<file path="src/rtl/dma_loop_seq.sv">
module dma_loop_seq #(
  parameter int NB_W  = 16,
  parameter int IT_W  = 9,
  parameter int CH_W  = 4,
  parameter int CH_ID = 0
) (
  input  logic              clk,
  input  logic              rst_n,
  input  logic              hw_req,
  input  logic              req_en_set,
  input  logic              sw_start,
  input  logic              link_in,
  input  logic              cfg_load,
  input  logic [IT_W-1:0]   cfg_citer,
  input  logic [IT_W-1:0]   cfg_biter,
  input  logic [NB_W-1:0]   cfg_nbytes,
  input  logic [1:0]        cfg_size,
  input  logic [1:0]        cfg_bwc,
  input  logic [1:0]        cfg_link_mode,
  input  logic [CH_W-1:0]   cfg_link_ch,
  input  logic              cfg_int_major,
  input  logic              cfg_int_half,
  input  logic              cfg_auto_stop,
  input  logic              cfg_cont_link,
  input  logic              acc_done,
  output logic              rd_req,
  output logic              wr_req,
  output logic              busy,
  output logic              link_out,
  output logic [CH_W-1:0]   link_ch_out,
  output logic              done,
  output logic              cfg_err,
  output logic              irq,
  output logic              req_en,
  output logic [IT_W-1:0]   citer_out,
  output logic [NB_W+IT_W-1:0] rem_bytes
);
  localparam int RB_W = NB_W + IT_W;

  typedef enum logic [2:0] {S_IDLE, S_RD, S_WR, S_STALL, S_FIN} st_t;

  st_t             st;
  logic [NB_W-1:0] cnt;
  logic [2:0]      scnt;
  logic            to_wr, to_fin, fresh;
  logic [IT_W-1:0] citer;

  wire [NB_W-1:0] sz        = NB_W'(1) << cfg_size;
  wire            sz_bad    = (cfg_size == 2'd3);
  wire            nb_bad    = (cfg_nbytes == '0) || ((cfg_nbytes & (sz - NB_W'(1))) != '0);
  wire            it_bad    = (citer == '0) || (fresh && (citer != cfg_biter));
  wire            bad       = sz_bad || nb_bad || it_bad;
  wire            go        = (hw_req && req_en) || sw_start || link_in;
  wire            has_stall = cfg_bwc[1];
  wire [2:0]      stall_ld  = cfg_bwc[0] ? 3'd7 : 3'd3;
  wire            last_acc  = (cnt == sz);
  wire [IT_W-1:0] citer_n   = citer - IT_W'(1);
  wire            exhaust   = (citer_n == '0);
  wire            self_cont = cfg_cont_link && (cfg_link_mode == 2'd1) &&
                              (cfg_link_ch == CH_W'(CH_ID));

  assign rd_req      = (st == S_RD);
  assign wr_req      = (st == S_WR);
  assign busy        = (st != S_IDLE);
  assign citer_out   = citer;
  assign link_ch_out = cfg_link_ch;
  assign rem_bytes   = RB_W'(citer) * RB_W'(cfg_nbytes);

  always_ff @(posedge clk or negedge rst_n) begin
    if (!rst_n) begin
      st       <= S_IDLE;
      cnt      <= '0;
      scnt     <= '0;
      to_wr    <= 1'b0;
      to_fin   <= 1'b0;
      fresh    <= 1'b1;
      citer    <= '0;
      done     <= 1'b0;
      cfg_err  <= 1'b0;
      irq      <= 1'b0;
      req_en   <= 1'b0;
      link_out <= 1'b0;
    end else begin
      link_out <= 1'b0;
      if (req_en_set) req_en <= 1'b1;
      if (cfg_load) begin
        citer   <= cfg_citer;
        done    <= 1'b0;
        irq     <= 1'b0;
        cfg_err <= 1'b0;
        fresh   <= 1'b1;
      end
      case (st)
        S_IDLE:
          if (go && !cfg_err && !cfg_load) begin
            if (bad) cfg_err <= 1'b1;
            else begin
              fresh <= 1'b0;
              cnt   <= cfg_nbytes;
              st    <= S_RD;
            end
          end
        S_RD:
          if (acc_done) begin
            if (has_stall) begin
              st    <= S_STALL;
              scnt  <= stall_ld;
              to_wr <= 1'b1;
            end else st <= S_WR;
          end
        S_WR:
          if (acc_done) begin
            cnt <= cnt - sz;
            if (has_stall) begin
              st     <= S_STALL;
              scnt   <= stall_ld;
              to_wr  <= 1'b0;
              to_fin <= last_acc;
            end else st <= last_acc ? S_FIN : S_RD;
          end
        S_STALL:
          if (scnt == '0) st <= to_wr ? S_WR : (to_fin ? S_FIN : S_RD);
          else scnt <= scnt - 3'd1;
        S_FIN: begin
          st <= S_IDLE;
          if (exhaust) begin
            citer <= cfg_biter;
            done  <= 1'b1;
            fresh <= 1'b1;
            if (cfg_int_major) irq <= 1'b1;
            if (cfg_auto_stop) req_en <= 1'b0;
            if (cfg_link_mode == 2'd2 || (cfg_link_mode == 2'd1 && !self_cont))
              link_out <= 1'b1;
          end else begin
            citer <= citer_n;
            if (cfg_int_half && citer_n == (cfg_biter >> 1)) irq <= 1'b1;
            if (cfg_link_mode == 2'd1) begin
              if (self_cont) begin
                cnt <= cfg_nbytes;
                st  <= S_RD;
              end else link_out <= 1'b1;
            end
          end
        end
        default: st <= S_IDLE;
      endcase
    end
  end
endmodule


</file>
<file path="config.mk">
export PLATFORM = sky130hd
export DESIGN_NAME = dma_loop_seq
export DESIGN_NICKNAME = d
export VERILOG_FILES = /design/src/rtl/dma_loop_seq.sv
export SDC_FILE = /design/constraint.sdc
export NUM_CORES = 1
export LEC_CHECK = 0
export BUFFER_PORTS_ARGS = -buffer_cell sky130_fd_sc_hd__buf_4
export CORE_UTILIZATION = 62
export CTS_CLUSTER_SIZE = 24
export DETAILED_ROUTE_END_ITERATION = 8
export HOLD_SLACK_MARGIN = 0.05
export PLACE_DENSITY_LB_ADDON = 0.3
export SLEW_MARGIN = 5
export SYNTH_ARGS = -nofsm -noshare
export SYNTH_HDL_FRONTEND = slang
export SYNTH_SLANG_ARGS = --single-unit
</file>
<file path="constraint.sdc">
create_clock -name clk -period 23.8 [get_ports clk]
set_input_delay 7.14 -clock clk [delete_from_list [all_inputs] [get_ports clk]]
set_output_delay 7.14 -clock clk [all_outputs]
set_load 0.05 [all_outputs]
</file>
# --- After elaboration in Yosys (flattened, before gate mapping) ---
# Index checks and enable logic that the tools add are counted.
totals:
  regBits: 39
  inputBits: 56
  output_inout_bits: 46
  word_cells: 138
op_classes:
  n_addsub: 4
  multipliers: 1
  eq_ne: 23
  shifts: 1
  mux: 60
  bitwise_logic: 1
  reduce_logical: 36
op_table:
  columns: ["cell", "count"]
  rows:
  - ["16-bit 2-to-1 mux", 6]
  - ["16-bit case mux with 3 select lines", 1]
  - ["3-bit 2-to-1 mux", 13]
  - ["1-bit 2-to-1 mux", 33]
  - ["9-bit 2-to-1 mux", 3]
  - ["9-bit by 16-bit multiplier with 25-bit output", 1]
  - ["2-bit inequality test (second input constant)", 11]
  - ["9-bit logical NOT", 2]
  - ["16-bit AND", 1]
  - ["16-bit equality test", 1]
  - ["16-bit logical NOT", 1]
  - ["16-bit nonzero test", 1]
  - ["1-bit by 2-bit left shift with 16-bit output (first input constant)", 1]
  - ["16-bit by 1-bit subtractor with 16-bit output (second input constant)", 1]
  - ["16-bit subtractor", 1]
  - ["3-bit case mux with 5 select lines", 1]
  - ["5-bit AND reduction", 2]
  - ["9-bit by 8-bit equality test with 1-bit output", 1]
  - ["9-bit inequality test", 1]
  - ["9-bit by 1-bit subtractor with 9-bit output (second input constant)", 1]
  - ["1-bit logical AND", 8]
  - ["1-bit logical OR", 7]
  - ["7-bit AND reduction", 1]
  - ["3-bit by 2-bit equality test with 1-bit output (second input constant)", 2]
  - ["other kinds (16)", 25]

# --- Logic depth before layout (Yosys ltp) ---
# Gate-level depths: netlist of the first run.
depth:
  word_depth: 10
  mapped_depth: 21
  mapped_depth_nobuf: 18

# --- Least setup slack after synthesis of the first run ---
# Ideal clock, no wire load.
synth_timing:
  kind: "in2out"
  start: "input port cfg_nbytes[3]"
  end: "output port rem_bytes[18]"
  t_arrival_ps: 11970
  required_time_ps: 16660
  setup_slack_ps: 4690
  path_stages: 16
  path_buffers: 2
  path_cell_list: "clkbuf_1 > and2_1 > fa_1 > fa_1 > fa_1 > inv_1 > fa_1 > inv_1 > ha_1 > clkbuf_1 > a21o_1 > or3_1 > o21ba_2 > a21boi_0 > o21ai_0 > xnor2_1"
synth_between:
  elab_chain_len: 1
synth_lines:
  columns: ["item", "line_no", "rtl"]
  rows:
  - ["start: declaration", "16", "input logic [NB_W-1:0] cfg_nbytes,"]
  - ["9-bit by 16-bit multiplier with 25-bit output", "67", "assign rem_bytes = RB_W'(citer) * RB_W'(cfg_nbytes);"]
  - ["end: declaration", "36", "output logic [NB_W+IT_W-1:0] rem_bytes"]
# Every way passes these cells.

# --- Final worst setup path of the first run ---
layout_timing:
  start: "input port cfg_nbytes[3]"
  end: "output port rem_bytes[22]"
# The elaborated chain is that of the path after synthesis.

==> results of run 1 <==
-- tightest hold or removal path, cell delays in order, from the launching register on --
cell and delay, ns:
dfrtp_1 0.34, nor2_1 0.05, nor2_1 0.08
-- cell families (layout without fill, tap and decap cells) --
logic type	after synthesis	in the layout	share of synthesized area (%)
flops	39	39	12.7
buf+inv	215	271	11.1
xor+xnor	38	38	4.33
fa+ha+maj	156	156	35.1
compound gates	155	155	13.4
simple gates	324	324	21.9
mux	11	11	1.46
-- final cells by class --
type	count	area share (%)
Multi-Input combinational cell	684	68.2
Clock inverter	3	0.508
Sequential cell	39	11.3
Clock buffer	5	1.45
Tap cell	168	2.44
Timing Repair Buffer	106	9.24
Inverter	157	6.84
-- sequential cells by signal, indices dropped and copies added (netlist names) --
signal / count
cnt: 16
citer_out: 9
cfg_err: 1
fresh: 1
scnt: 3
irq: 1
done: 1
st: 3
link_out: 1
to_fin: 1
to_wr: 1
req_en: 1
-- final timing paths --
check                                end  slack, ns  depth (start not counted)     startpoint
setup / recovery           rem_bytes[22]       4.70                         16  cfg_nbytes[3]
hold / removal                   scnt[0]       0.50                          2        scnt[0]
setup reg to reg                   st[0]      19.86                          9   citer_out[1]
hold reg to reg                  scnt[0]       0.50                          2        scnt[0]
max in group asynchronous         cnt[2]      16.61                          1          rst_n
min in group asynchronous        cfg_err       6.83                          1          rst_n
-- metal layers --
metal  share of wire, %  wire length [um]  vias to the layer above
met4                1.7               301                        0
met2                 49              8690                      250
met3                6.7              1200                       27
met5                  0                 0                        -
li1                   -                 -                     3135
met1                 43              7720                     3225
-- per-stage QoR --
| step | utilization, % | instance area (um2) | instances | hold slack [ns] | setup slack [ns] |
|---|---|---|---|---|---|
| finish | 71.4 | 8610 | 1162 | 0.503 | 4.70 |
| global route | 71.4 | 8610 | 1162 | 0.526 | 4.49 |
| CTS | 71.4 | 8610 | 1162 | 0.509 | 4.68 |
| detailed placement | 70.0 | 8440 | 1154 | 0.491 | 4.68 |
| global placement | 70.0 | 8440 | 1154 | 0.484 | 4.78 |
| floorplan | - | 7690 | 938 | 0.466 | 4.69 |
-- cell usage in the layout (no fill, tap or decap), drive strengths merged, types with 6 or more instances in the layout --
| master | instances |
|---|---|
| inv | 156 |
| buf | 106 |
| fa | 100 |
| nand2 | 99 |
| and2 | 86 |
| ha | 55 |
| a21oi | 42 |
| nor2 | 39 |
| dfrtp | 38 |
| o21ai | 32 |
| xnor2 | 19 |
| xor2 | 19 |
| nor3 | 19 |
| nand3 | 17 |
| nor2b | 10 |
| a211oi | 10 |
| nor4 | 10 |
| mux2i | 9 |
| nand2b | 8 |
| o31ai | 7 |
| a22o | 7 |
| and3 | 6 |
| a21o | 6 |
| a31oi | 6 |
==> out/qor.yml, run 1 <==
finish:
  fillers: 978
  multi_input_area_mm2: 0.00587
  final_layout_size_suffix_gt1_share_pct: 13.3
  n_antenna_cell: 0
  syn_to_final_growth_pct: 12.0
  ff_latch_area_um2: 977
  nNetsFinal: 1204
floorplan:
  start_util_pct: 63.8
  die_h_um: 113
  pin_count: 102
  die_w_um: 113
  die_area_mm2: 0.0129
  rows: 40
  core_area_mm2: 0.0121
routing:
  via_per_inst: 5.71
  drt_iter0_markers: 552
  remaining_drc_errors: 0
  vias: 6637
  first_pass_iters: 5
  wl_per_cell_um: 15.4
  ant_nets: 0
  wl_mm: 17.9
setup_path:
  max_stage_delay_ns: 0.59
  path_cells: "buf_4 -> and2_1 -> fa_1 -> fa_1 -> fa_1 -> inv_1 -> fa_1 -> inv_1 -> ha_1 -> a21o_1 -> or3_1 -> o21ba_2 -> o21ai_0 -> nor3_1 -> a211o_1 -> buf_4"
  path_delay_family: "adder cells"
  worst_ep_required_time_ns: 16.66
  crit_type: "in2out"
  critPathMaxFanout: 11
  cpMostUsedCell: "fa_1"
  crit_path_start_kind: "input pin"
  cp.arrival_ns: 11.96
  slowest_stage: "o21ai_0"
  end_kind: "primary output"
  critical_path_buf_inv_count: 4
timing:
  grt_setup_unrepaired: "no"
  fin_tns_setup_ns: 0
  timing.final.crit_period_ns: 19.10
  hold_viol_final: 0
  max_freq_mhz: 52.3
  finClkSkew_ns: 0.00750
  relSlewSlack_pct: 16.1
  report.final.setup_viol: 0
  worstMarginPinSlew_ns: 1.25
  drv_slew: 0
  finalCritPeriodShare_pct: 80.3
placed_design:
  numPortBuffers: 101
  hpwl_mm: 13.9
  gp_congestion: 0.892
global_routing:
  grt_max_degree: 40
  grt_overflow: 0
  first_global_vias: 6398
  met3_usage_pct: 3.83
  grt_util_met2_pct: 48.5
  antenna_found_initial: 0
  busiest_layer: "met2"
  grtUsageTotal_pct: 29.1
  grt_pass1_wl_mm: 30.0
  use_met1_pct: 41.2
clock_tree:
  cts_tree: "built"
  cts.reportedPaths.clkPinSlew_ns: 0.06
  ctsLongestPathBuffers: 2
  cts_hold_buf: 0
  insertion_delay_ns: 0.28
  htree_levels: 2
  postCtsSetupBuffers: 0
  clock-root-buffer: "clkbuf_16"
  cts.sinks: 39
  ctsResizeCount: 0
  numCtsBuffers: 5
synth:
  synth_cell_type_count: 73
  synth_fp_nets: 1149
  syn_area_per_cell_um2: 8.20
  ys_seq_area_share_pct: 12.7
  syn_inst: 938
  synth_top_area_share_pct: 26.0
  ys_warn_count: 0
  synth-async-reset-ratio_pct: 100
  synth_seq_cells: 39
  yosys-top-cells-area: "fa_1, dfrtp_1, ha_1"
  synth_area_leader_cell: "fa_1"
  synth-edff-count: 0
  synth_common_cells: "inv_1, fa_1, nand2_1, and2_1, ha_1"
  ys.flop_type: "dfrtp_1"
  netlist_area_mm2: 0.00769
  synth.most_common_cell: "inv_1"
hold_path:
  holdCritPathClass: "reg2reg"
run_status:
  status: "finished, final reports clean"
run:
  max-cap-violations: 0
Power of run 1 is left out: the tool's default activity adds up to more than one toggle a clock period on the data nets, which glitch-free logic cannot reach.
==> run 2, diff against run 1 <==
--- a/config.mk
+++ b/config.mk
@@ -6,7 +6,7 @@
 export NUM_CORES = 1
 export LEC_CHECK = 0
 export BUFFER_PORTS_ARGS = -buffer_cell sky130_fd_sc_hd__buf_4
-export CORE_UTILIZATION = 62
+export CORE_UTILIZATION = 61
 export CTS_CLUSTER_SIZE = 24
 export DETAILED_ROUTE_END_ITERATION = 8
 export HOLD_SLACK_MARGIN = 0.05
==> constraint.sdc (replaced) <==
create_clock -name clk -period 18.42 [get_ports clk]
set_input_delay 5.526 -clock clk [delete_from_list [all_inputs] [get_ports clk]]
set_output_delay 5.526 -clock clk [all_outputs]
set_load 0.05 [all_outputs]
==> run 2 against run 1 <==
Effect of this change:
- sequential share of layout area hardly changed
- sequential cell count unchanged
- core utilization fell by 0.71 points
- global-route usage decreased by 0.64 points
- highest routed layer unchanged
- non-clock buffer count is 2 lower
- count of clock-buffer cells in the layout stayed put
- final cell count down 0.17%
- critical path depth unchanged
- die area is 1.6% higher
- setup slack got worse by 2.1 ns
- register-to-register slack worse by 5.4 ns
- wire length shrank 1.7%
==> out/qor.yml, run 2 (synthesis results as in run 1) <==
run_status:
  status: "finished, final reports clean"
global_routing:
  first_global_vias: 6284  # -1.8%
  antenna_found_initial: 0  # unchanged
  grt_max_degree: 40  # unchanged
  grtUsageTotal_pct: 28.5  # -0.64 points
  grt_overflow: 0  # unchanged
  grt_pass1_wl_mm: 29.8  # -0.81%
timing:
  finClkSkew_ns: 0.00667  # -0.000830 ns
  relSlewSlack_pct: 24.7  # +8.6 points
  fin_tns_setup_ns: 0  # unchanged
  worstMarginPinSlew_ns: 1.12  # -0.128 ns
  finalCritPeriodShare_pct: 85.9
  hold_viol_final: 0  # unchanged
  timing.final.crit_period_ns: 15.82
  drv_slew: 0  # unchanged
  grt_setup_unrepaired: "no"
  setup_slack_ns: 2.60  # -2.09 ns
  max_freq_mhz: 63.2
  report.final.setup_viol: 0  # unchanged
setup_path:
  cp.arrival_ns: 10.29  # -1.67 ns
  end_kind: "primary output"
  worst_ep_required_time_ns: 12.89  # -3.77 ns
  reg2reg_depth: 9  # unchanged
  crit_path_start_kind: "input pin"
  rr_endpoint: "st[0]"
  critPathMaxFanout: 11  # unchanged
  r2r_slack_ns: 14.47  # -5.39 ns
  crit_type: "in2out"
  r2r-start: "citer_out[1]"
hold_path:
  min_to: "scnt[0]"
  holdCritPathClass: "reg2reg"
  hp-start: "scnt[0]"
  hold_depth: 2  # unchanged
floorplan:
  pin_count: 102  # unchanged
  die_w_um: 114  # +0.80%
  core_area_mm2: 0.0122  # +0.83%
  die_h_um: 114  # +0.80%
  die_area_mm2: 0.0131  # +1.6%
  start_util_pct: 63.2  # -0.52 points
  rows: 40  # unchanged
routing:
  vias: 6611  # -0.39%
  remaining_drc_errors: 0  # unchanged
  first_pass_iters: 4  # -1
  wl_per_cell_um: 15.2  # -1.5%
  ant_nets: 0  # unchanged
  drt_iter0_markers: 418  # -24%
  via_per_inst: 5.70  # -0.22%
  wl_mm: 17.6  # -1.7%
clock_tree:
  cts.reportedPaths.clkPinSlew_ns: 0.06  # about the same
  cts.sinks: 39  # unchanged
  cts_tree: "built"
  cts_hold_buf: 0  # unchanged
  ctsLongestPathBuffers: 2  # unchanged
  ctsResizeCount: 0  # unchanged
  htree_levels: 2  # unchanged
  postCtsSetupBuffers: 0  # unchanged
  numCtsBuffers: 5  # unchanged
  clock-root-buffer: "clkbuf_16"
  insertion_delay_ns: 0.29  # about the same
placed_design:
  place_ws_ns: 2.57  # -2.12 ns
  dpl-instance-area_mm2: 0.00843  # -0.18%
  gp_congestion: 0.873  # -2.2%
  numPortBuffers: 101  # unchanged
  hpwl_mm: 13.5  # -2.8%
finish:
  stdcell_area_mm2: 0.00860  # -0.17%
  syn_to_final_growth_pct: 11.8
  final_cell_mix: "inv_1, buf_4, fa_1"
  nNetsFinal: 1202  # -0.17%
  layout_commonest_cell: "inv_1"
  n_antenna_cell: 0  # unchanged
  largest_register_ffs: 16  # unchanged
  final_layout_size_suffix_gt1_share_pct: 13.1  # -0.17 points
  top_register: "cnt"
run:
  max-cap-violations: 0  # unchanged
-- run 2: cell count changes in the layout (fill, tap and decap cells not counted) --
| cell | previous run | this run |
|---|---|---|
| buf_4 | 106 | 104 |
-- run 2: cell type report --
cell class	count	area, um2
Clock inverter	3	43.8
Timing Repair Buffer	104	781
Tap cell	168	210
Inverter	157	589
Clock buffer	5	125
Multi-Input combinational cell	684	5870
Sequential cell	39	977
Fill cell	988	3560
-- run 2: per-layer routing --
layer | global-route usage (%) | part of all wire [%] | vias to the layer above
li1 | - | - | 3133
met4 | 5.97 | 1.6 | 0
met2 | 46.4 | 48 | 199
met1 | 40.8 | 45 | 3253
met3 | 3.86 | 5.6 | 26
met5 | 0 | 0 | -
-- run 2: how the worst max path moves through the flow --
stage	depth (start not counted)	slack [ns]	end	from
after floorplan	16	2.54	rem_bytes[18]	cfg_nbytes[3]
after global placement	16	2.63	rem_bytes[22]	cfg_nbytes[3]
after detailed placement	16	2.57	rem_bytes[22]	cfg_nbytes[3]
after CTS	16	2.57	rem_bytes[22]	cfg_nbytes[3]
after global routing	17	2.29	rem_bytes[22]	cfg_nbytes[5]
final	16	2.60	rem_bytes[22]	cfg_nbytes[3]
-- run 2: through the flow --
| step | util [%] | std cells | hold slack, ns |
|---|---|---|---|
| 2_1_floorplan | - | 938 | 0.466 |
| 3_3_place_gp | 69.3 | 1152 | 0.482 |
| 3_5_place_dp | 69.3 | 1152 | 0.492 |
| 4_1_cts | 70.7 | 1160 | 0.506 |
| 5_1_grt | 70.7 | 1160 | 0.540 |
| 6_report | 70.7 | 1160 | 0.501 |
-- run 2: worst max-delay path, stage by stage --
cell	delay, ns
buf_4	0.16
and2_1	0.18
fa_1	0.51
fa_1	0.52
fa_1	0.54
inv_1	0.05
fa_1	0.52
inv_1	0.04
ha_1	0.38
a21o_1	0.21
or3_1	0.30
o21ba_2	0.24
o21ai_0	0.57
nor3_1	0.11
a211o_1	0.24
buf_4	0.19
Power of run 2 is left out for the same reason.
==> run 3, diff against run 2 <==
--- a/config.mk
+++ b/config.mk
@@ -11,6 +11,7 @@
 export DETAILED_ROUTE_END_ITERATION = 8
 export HOLD_SLACK_MARGIN = 0.05
 export PLACE_DENSITY_LB_ADDON = 0.3
+export RECOVER_POWER = 25
 export SLEW_MARGIN = 5
 export SYNTH_ARGS = -nofsm -noshare
 export SYNTH_HDL_FRONTEND = slang
==> run 3 against run 2 <==
Effect of this change:
- the run now ends with max-capacitance violations, max-slew violations left
- global-route usage is the same
- die area stayed put
- first-iteration DRC count is 2.2% higher
- final area about the same
- sequential share of layout area about the same
- final cell count unchanged
- count of clock-buffer cells in the layout unchanged
- highest routed layer unchanged
==> out/qor.yml, run 3 (synthesis results as in run 1) <==
run_status:
  status: "finished with violations"
  violations: "max-capacitance violations, max-slew violations"
placed_design:
  hpwl_mm: 13.5  # unchanged
  numPortBuffers: 101  # unchanged
  dpl-instance-area_mm2: 0.00843  # unchanged
  gp_congestion: 0.873  # unchanged
global_routing:
  antenna_found_initial: 0  # unchanged
  grt_max_degree: 40  # unchanged
  grtUsageTotal_pct: 28.5  # unchanged
  grt_pass1_wl_mm: 29.8  # unchanged
  first_global_vias: 6284  # unchanged
  grt_overflow: 0  # unchanged
run:
  max-cap-violations: 1  # +1
finish:
  final_layout_size_suffix_gt1_share_pct: 13.0  # -0.10 points
  top_register: "cnt"
  syn_to_final_growth_pct: 11.8  # about the same
  layout_commonest_cell: "inv_1"
  final_util_pct: 70.7  # about the same
  nNetsFinal: 1202  # unchanged
  n_antenna_cell: 0  # unchanged
  stdcell_area_mm2: 0.00859  # about the same
  final_cell_mix: "inv_1, buf_4, fa_1"
  largest_register_ffs: 16  # unchanged
setup_path:
  end_kind: "primary output"
  crit_type: "in2out"
  r2r_slack_ns: 14.47  # about the same
  cpMostUsedCell: "fa_1"
  slowest_stage: "o21ai_0"
  path_cells: "buf_4 -> and2_1 -> fa_1 -> fa_1 -> fa_1 -> inv_1 -> fa_1 -> inv_1 -> ha_1 -> a21o_1 -> or3_1 -> o21ba_2 -> o21ai_0 -> nor3_1 -> a211o_1 -> buf_4"
  critPathMaxFanout: 11  # unchanged
  crit_path_start_kind: "input pin"
  rr_endpoint: "st[0]"
  r2r-start: "citer_out[1]"
  worst_ep_required_time_ns: 12.89  # about the same
  max_stage_delay_ns: 0.57  # about the same
  reg2reg_depth: 9  # unchanged
  cp.arrival_ns: 10.29  # about the same
routing:
  wl_per_cell_um: 15.2  # +0.10%
  ant_nets: 0  # unchanged
  wl_mm: 17.6  # +0.10%
  via_per_inst: 5.70  # about the same
  first_pass_iters: 4  # unchanged
  drt_iter0_markers: 427  # +2.2%
  vias: 6615  # +0.061%
  remaining_drc_errors: 0  # unchanged
floorplan:
  pin_count: 102  # unchanged
  core_area_mm2: 0.0122  # unchanged
  die_h_um: 114  # unchanged
  die_area_mm2: 0.0131  # unchanged
  start_util_pct: 63.2  # unchanged
  die_w_um: 114  # unchanged
  rows: 40  # unchanged
clock_tree:
  htree_levels: 2  # unchanged
  cts_tree: "built"
  numCtsBuffers: 5  # unchanged
  clock-root-buffer: "clkbuf_16"
  ctsResizeCount: 0  # unchanged
  cts.reportedPaths.clkPinSlew_ns: 0.06  # about the same
  insertion_delay_ns: 0.29  # about the same
  cts_hold_buf: 0  # unchanged
  cts.sinks: 39  # unchanged
  ctsLongestPathBuffers: 2  # unchanged
  postCtsSetupBuffers: 0  # unchanged
timing:
  worstMarginPinSlew_ns: 2.20  # +1.08 ns
  drv_slew: 40  # +40
  hold_viol_final: 0  # unchanged
  grt_setup_unrepaired: "no"
  report.final.setup_viol: 0  # unchanged
  relSlewSlack_pct: -46.4  # -71 points
  finalCritPeriodShare_pct: 85.9  # about the same
  fin_tns_setup_ns: 0  # unchanged
  finClkSkew_ns: 0.00705  # +0.000381 ns
  timing.final.crit_period_ns: 15.82  # +0.00133 ns
  max_freq_mhz: 63.2  # about the same
hold_path:
  hold_depth: 2  # unchanged
  min_to: "scnt[0]"
  holdCritPathClass: "reg2reg"
  hp-start: "scnt[0]"
[run 3: changes by cell type in the layout (fill, tap and decap cells not counted)]
cell,change
clkbuf_1,+1
buf_4,-1
[run 3: final cells by class]
type	instances	area, um2
multi-input cells	684	5870
fillers	988	3570
flip-flops and latches	39	977
repair buffers	104	777
inverters	157	589
well taps	168	210
clock buffers	5	125
clock inverters	3	43.8
[run 3: stage by stage]
step | instances | setup slack, ns | hold slack (ns)
after global placement | 1152 | 2.63 | 0.482
after global routing | 1160 | 2.29 | 0.540
after CTS | 1160 | 2.57 | 0.506
final | 1160 | 2.60 | 0.501
after floorplan | 938 | 2.54 | 0.466
after detailed placement | 1152 | 2.57 | 0.492
[run 3: worst max path at each step]
stage                              from       endpoint  slack [ns]  cells after the start
final                     cfg_nbytes[3]  rem_bytes[22]        2.60                     16
after global routing      cfg_nbytes[5]  rem_bytes[22]        2.29                     17
after CTS                 cfg_nbytes[3]  rem_bytes[22]        2.57                     16
after detailed placement  cfg_nbytes[3]  rem_bytes[22]        2.57                     16
after global placement    cfg_nbytes[3]  rem_bytes[22]        2.63                     16
after floorplan           cfg_nbytes[3]  rem_bytes[18]        2.54                     16
[run 3: critical path, delay by kind of cell]
kind                       cells  cell delay, ns
adders and majority gates      5            2.47
and+or+nand+nor                3            0.59
AOI/OAI and AO/OA              4            1.26
buffers and inverters          4            0.44
[run 3: metal layers]
metal / routed length [um] / up-vias / track usage [%]
li1: - / 3133 / -
met1: 7920 / 3256 / 40.8
met2: 8440 / 200 / 46.4
met3: 991 / 26 / 3.86
met4: 277 / 0 / 5.97
met5: 0 / - / 0
Power of run 3 is left out for the same reason.
